### config.mk
export PLATFORM = sky130hd
export DESIGN_NAME = thermCfgReg
export DESIGN_NICKNAME = d
export VERILOG_FILES = /design/src/rtl/thermcfg_pkg.sv /design/src/rtl/thermCfgCtrl.sv /design/src/rtl/thermCfgData.sv /design/src/rtl/thermCfgReg.sv
export SDC_FILE = /design/constraint.sdc
export NUM_CORES = 1
export LEC_CHECK = 0
export BUFFER_PORTS_ARGS = -buffer_cell sky130_fd_sc_hd__buf_4
export CAP_MARGIN = 25
export CELL_PAD_IN_SITES_DETAIL_PLACEMENT = 1
export CELL_PAD_IN_SITES_GLOBAL_PLACEMENT = 1
export CORE_MARGIN = 10
export CORE_UTILIZATION = 24
export CTS_CLUSTER_DIAMETER = 100
export DETAILED_ROUTE_END_ITERATION = 10
export PLACE_DENSITY_LB_ADDON = 0.1
export SETUP_SLACK_MARGIN = 0.02
export SLEW_MARGIN = 40
export SYNTH_ARGS = -nofsm -noshare
export SYNTH_HDL_FRONTEND = slang
export SYNTH_SLANG_ARGS = --single-unit
export TNS_END_PERCENT = 1
### constraint.sdc
create_clock -name clk -period 1.4 [get_ports clk]
set_input_delay 0.21 -clock clk [delete_from_list [all_inputs] [get_ports clk]]
set_output_delay 0.21 -clock clk [all_outputs]
set_load 0.05 [all_outputs]
### src/rtl/thermcfg_pkg.sv
package thermcfg_pkg;
  localparam int CFG_W          = 16;
  localparam int HYST_W         = 2;
  localparam int POS_HYST_LO    = 9;
  localparam int POS_SHDN       = 8;
  localparam int POS_CRIT_LOCK  = 7;
  localparam int POS_ALARM_LOCK = 6;
  localparam int POS_CLR        = 5;
  localparam int POS_STATUS     = 4;
  localparam int POS_EV_EN      = 3;
  localparam int POS_CRIT_ONLY  = 2;
  localparam int POS_POL        = 1;
  localparam int POS_MODE       = 0;
  localparam int POS_HYST_HI    = POS_HYST_LO + HYST_W - 1;

  // Strobes from the write-rule control to the storage datapath.
  typedef struct packed {
    logic wrOpen;       // unlocked: load hysteresis, enable, polarity, mode
    logic shdnSet;
    logic shdnClr;
    logic critOnlySet;
    logic critOnlyClr;
    logic critLockSet;
    logic alarmLockSet;
    logic clrEvent;
  } cfgStrobe_t;
endpackage

### src/rtl/thermCfgCtrl.sv
module thermCfgCtrl
  import thermcfg_pkg::*;
#(
  parameter int DATA_W = CFG_W
) (
  input  logic              wrEn,
  input  logic [DATA_W-1:0] wrData,
  input  logic              critLock,
  input  logic              alarmLock,
  output cfgStrobe_t        strb
);
  logic anyLock;
  logic unusedCtrl;

  assign anyLock    = critLock | alarmLock;
  assign unusedCtrl = ^{wrData[DATA_W-1:POS_SHDN+1], wrData[POS_STATUS:POS_EV_EN],
                        wrData[POS_POL:POS_MODE]};

  always_comb begin
    strb              = '0;
    strb.wrOpen       = wrEn && !anyLock;
    strb.shdnSet      = wrEn && wrData[POS_SHDN] && !anyLock;
    strb.shdnClr      = wrEn && !wrData[POS_SHDN];
    strb.critOnlySet  = wrEn && wrData[POS_CRIT_ONLY] && !alarmLock;
    strb.critOnlyClr  = wrEn && !wrData[POS_CRIT_ONLY];
    strb.critLockSet  = wrEn && wrData[POS_CRIT_LOCK];
    strb.alarmLockSet = wrEn && wrData[POS_ALARM_LOCK];
    strb.clrEvent     = wrEn && wrData[POS_CLR];
  end
endmodule

### src/rtl/thermCfgData.sv
module thermCfgData
  import thermcfg_pkg::*;
#(
  parameter int DATA_W = CFG_W,
  parameter int HW     = HYST_W
) (
  input  logic              clk,
  input  logic              porN,
  input  cfgStrobe_t        strb,
  input  logic [DATA_W-1:0] wrData,
  input  logic              eventActive,
  output logic [DATA_W-1:0] rdData,
  output logic [HW-1:0]     hystSel,
  output logic              shutdown,
  output logic              critLock,
  output logic              alarmLock,
  output logic              eventEnable,
  output logic              critOnly,
  output logic              eventPolarity,
  output logic              intMode,
  output logic              clearEvent
);
  localparam int RSV_W = DATA_W - (POS_HYST_LO + HW);

  logic anyLock;
  logic unusedData;

  assign anyLock    = critLock | alarmLock;
  assign unusedData = ^{wrData[DATA_W-1:POS_HYST_LO+HW], wrData[POS_SHDN:POS_STATUS],
                        wrData[POS_CRIT_ONLY]};

  always_ff @(posedge clk or negedge porN) begin
    if (!porN) begin
      hystSel       <= '0;
      shutdown      <= 1'b0;
      critLock      <= 1'b0;
      alarmLock     <= 1'b0;
      eventEnable   <= 1'b0;
      critOnly      <= 1'b0;
      eventPolarity <= 1'b0;
      intMode       <= 1'b0;
      clearEvent    <= 1'b0;
    end else begin
      if (strb.wrOpen) begin
        hystSel       <= wrData[POS_HYST_LO +: HW];
        eventEnable   <= wrData[POS_EV_EN];
        eventPolarity <= wrData[POS_POL];
        intMode       <= wrData[POS_MODE];
      end
      if (strb.shdnSet)           shutdown  <= 1'b1;
      else if (strb.shdnClr)      shutdown  <= 1'b0;
      if (strb.critOnlySet)       critOnly  <= 1'b1;
      else if (strb.critOnlyClr)  critOnly  <= 1'b0;
      if (strb.critLockSet)       critLock  <= 1'b1;
      if (strb.alarmLockSet)      alarmLock <= 1'b1;
      clearEvent <= strb.clrEvent;
    end
  end

  always_comb begin
    rdData                          = '0;
    rdData[POS_HYST_LO +: HW]       = hystSel;
    rdData[POS_SHDN]                = shutdown;
    rdData[POS_CRIT_LOCK]           = critLock;
    rdData[POS_ALARM_LOCK]          = alarmLock;
    rdData[POS_STATUS]              = eventActive;
    rdData[POS_EV_EN]               = eventEnable;
    rdData[POS_CRIT_ONLY]           = critOnly;
    rdData[POS_POL]                 = eventPolarity;
    rdData[POS_MODE]                = intMode;
    rdData[DATA_W-1 -: RSV_W]       = '0;
  end

  // locks are sticky until power-on reset
  assert_crit_lock_sticky_R4: assert property (@(posedge clk) disable iff (!porN)
    critLock |=> critLock);
  assert_alarm_lock_sticky_R4: assert property (@(posedge clk) disable iff (!porN)
    alarmLock |=> alarmLock);
  // protected fields frozen while any lock is held
  assert_locked_fields_stable_R5: assert property (@(posedge clk) disable iff (!porN)
    anyLock |=> ($stable(hystSel) && $stable(eventEnable) &&
                 $stable(eventPolarity) && $stable(intMode)));
  // shutdown cannot rise while locked
  assert_no_shdn_set_locked_R6: assert property (@(posedge clk) disable iff (!porN)
    (anyLock && !shutdown) |=> !shutdown);
  // critical-only cannot rise under the alarm lock
  assert_no_critonly_set_R7: assert property (@(posedge clk) disable iff (!porN)
    (alarmLock && !critOnly) |=> !critOnly);
endmodule

### src/rtl/thermCfgReg.sv
module thermCfgReg
  import thermcfg_pkg::*;
#(
  parameter int DATA_W = CFG_W,
  parameter int HW     = HYST_W
) (
  input  logic              clk,
  input  logic              porN,
  input  logic              wrEn,
  input  logic [DATA_W-1:0] wrData,
  input  logic              eventActive,
  output logic [DATA_W-1:0] rdData,
  output logic [HW-1:0]     hystSel,
  output logic              shutdown,
  output logic              critLock,
  output logic              alarmLock,
  output logic              eventEnable,
  output logic              critOnly,
  output logic              eventPolarity,
  output logic              intMode,
  output logic              clearEvent
);
  cfgStrobe_t strb;

  thermCfgCtrl #(.DATA_W(DATA_W)) u_ctrl (
    .wrEn      (wrEn),
    .wrData    (wrData),
    .critLock  (critLock),
    .alarmLock (alarmLock),
    .strb      (strb)
  );

  thermCfgData #(.DATA_W(DATA_W), .HW(HW)) u_data (
    .clk           (clk),
    .porN          (porN),
    .strb          (strb),
    .wrData        (wrData),
    .eventActive   (eventActive),
    .rdData        (rdData),
    .hystSel       (hystSel),
    .shutdown      (shutdown),
    .critLock      (critLock),
    .alarmLock     (alarmLock),
    .eventEnable   (eventEnable),
    .critOnly      (critOnly),
    .eventPolarity (eventPolarity),
    .intMode       (intMode),
    .clearEvent    (clearEvent)
  );

  // clear pulse follows a write of 1 to the clear position, for one cycle only
  assert_clear_pulse_R8: assert property (@(posedge clk) disable iff (!porN)
    (wrEn && wrData[POS_CLR]) |=> clearEvent);
  assert_clear_single_R8: assert property (@(posedge clk) disable iff (!porN)
    !(wrEn && wrData[POS_CLR]) |=> !clearEvent);
endmodule

==> metrics.txt <==
Crit-path slowest cell=dfrtp_2; share of cells above drive strength 1=65.2%; # rows=16; die area=0.00432 mm^2; number of inserted diodes=0; fin crit period=1.25 ns; Pwr Density=1210 mW/mm^2; critical path cell sequence=nor3b_4 -> buf_4 -> mux2_2; first-pass GRT wire length=2.15 mm; CTS clock-pin slew for the worst setup and hold paths=0.07 ns; drt wl/cell=14.1 um; Area Growth Syn to Fin=45.1%; total number of vias=357; XOR/XNOR Fraction of Synth Area=0%; core area=0.00198 mm^2; Worst EP required=1.54 ns; RSZ-0062 raised after global routing=false; CP Launch Type=flip-flop; RePlAce Congestion=0.611; max-slew violations=0; vias in the first global route=400; clk buf depth=2; synthesized area=502 um^2; Port Buffer Count=31; DRC Markers=0; post-route cell area=728 um^2; commonest non-fill, non-tap cell in the layout=buf_4; Yosys reg bits=10; critical path's top delay family=flip-flops; commonest non-fill, non-tap cells in the layout=buf_4, dfrtp_1, conb_1; CP bufs+invs=1; IR Drop Worst-Case VDD=0.460 mV; main combinational cell family by area after synthesis=buffers and inverters; H-Tree Depth=1; CP max stage delay=0.45 ns; Setup TNS=0 ns; MaxCap Viol Count=0; Final Cycle Share=89.3%; Cells after Synth=41; Final Hold Viols=0; fmax=0.800 GHz; final antenna-violating net count=0; Die X=65.7 um; total power=0.884 mW; Die Span Y=65.7 um; 1st-pass router iterations=2; Static Leak=0.382 nW; GRT Residual Overflow=0; Critical Path Fanout Max=4; Crit Path Class=flip-flop to flip-flop; hpwl dp=1.12 mm; initial core utilization=25.3%; sequential area share after synthesis=49.9%; post-synthesis compound-gate area fraction=6.48%; sequential cell area=253 um^2; Via density=3.72; Clock Latency Late Sink=0.26 ns; Clock Skew=0.00974 ns; cts bufs inserted=3; FILL cells=230; final WL=1.36 mm; multi-input logic area=143 um^2; flop2flop setup slack=0.15 ns; post-synthesis mux area share=11.2%; crit path capture type=flip-flop; placed cell area=669 um^2; CTS tree=built; Sinks on Clock Net=10; initial antenna violation count=0; final core occ=36.7%; nets@finish=90; worst min path class=input port to flip-flop; synth warn=0; simple-gate share of the synthesized area=6.23%; Final Setup Violations=0; Initial DRC Count=3; CP arrival=1.39 ns; outcome=complete, no violations; I/O Pins=46; adder-cell share of the synthesized area=0%; Root Driver=clkbuf_4; gr usage total=6.40%; largest net degree at the start of global routing=11; post-synth cell types=10; mean post-synth cell area=12.2 um^2
[logic make-up after synthesis]
kind of cell / Yosys count
DFF: 10
muxes: 5
other: 1
buffers and inverters: 18
and+or+nand+nor: 3
AOI/OAI and AO/OA: 4
[sequential cells by signal, indices dropped and copies added (netlist names)]
register              cells
u_data.hystSel            2
u_data.alarmLock          1
u_data.clearEvent         1
u_data.critLock           1
u_data.critOnly           1
u_data.eventEnable        1
u_data.eventPolarity      1
u_data.intMode            1
u_data.shutdown           1
[through the flow]
stage | setup slack [ns] | cells | hold slack, ns
after global placement | 0.0688 | 88 | 0.0496
after detailed placement | 0.0713 | 88 | 0.0495
after global routing | 0.109 | 96 | 0.137
final | 0.150 | 96 | 0.148
after CTS | 0.0440 | 93 | 0.136
after floorplan | 0.0680 | 46 | -0.0856
[worst register-to-register path, cell delays in order, from the launching register on]
cell     delay, ns
dfrtp_2       0.45
nor3b_4       0.21
buf_4         0.15
mux2_2        0.32
[layout make-up]
type	instances	area share, %
clock buffers	4	3.61
inverters	2	1.03
multi-input cells	18	19.6
flip-flops and latches	10	34.7
well taps	27	4.64
repair buffers	35	36.4
[power breakdown]
part           internal [mW]  leakage, nW  switching, mW
combinational          0.102        0.248          0.246
clock                  0.110       0.0150         0.0953
sequential             0.314        0.119         0.0171
total                  0.525        0.382          0.359
[cell usage after synthesis, drive strengths merged]
cell type,number,area share (%)
and2,1,1.2
nor2b,1,1.2
buf,16,24
inv,2,1.5
mux2,5,11
a2bb2oi,2,3.5
conb,1,0.75
a21o,2,3.0
nor3b,1,3.7
dfrtp,10,50
[metal layers]
metal | track usage (%) | wire length [um]
met3 | 6.44 | 193
met1 | 5.52 | 442
met5 | 0 | 0
met2 | 10.6 | 719
met4 | 0.802 | 0
[worst paths after layout]
| check | endpoint | depth (start not counted) | start |
|---|---|---|---|
| max in group asynchronous | u_data.critLock$_DFFE_PN0P_ | 2 | porN |
| max reg2reg | u_data.eventEnable$_DFFE_PN0P_ | 3 | u_data.critLock$_DFFE_PN0P_ |
| min in group asynchronous | u_data.critOnly$_DFFE_PN0P_ | 2 | porN |
| max | u_data.eventEnable$_DFFE_PN0P_ | 3 | u_data.critLock$_DFFE_PN0P_ |
| min reg2reg | u_data.eventPolarity$_DFFE_PN0P_ | 1 | u_data.eventPolarity$_DFFE_PN0P_ |
| min | u_data.critLock$_DFFE_PN0P_ | 2 | wrData[7] |
[what timing repair did]
item                                   4_1_cts  5_1_grt
setup endpoints to repair                    0        2
hold buffers                                 1        0
buffers inserted                             0        3
endpoints found under the hold margin       10        0
resized for setup                            0        0
Note: power is estimated with default switching activity, not from simulation.
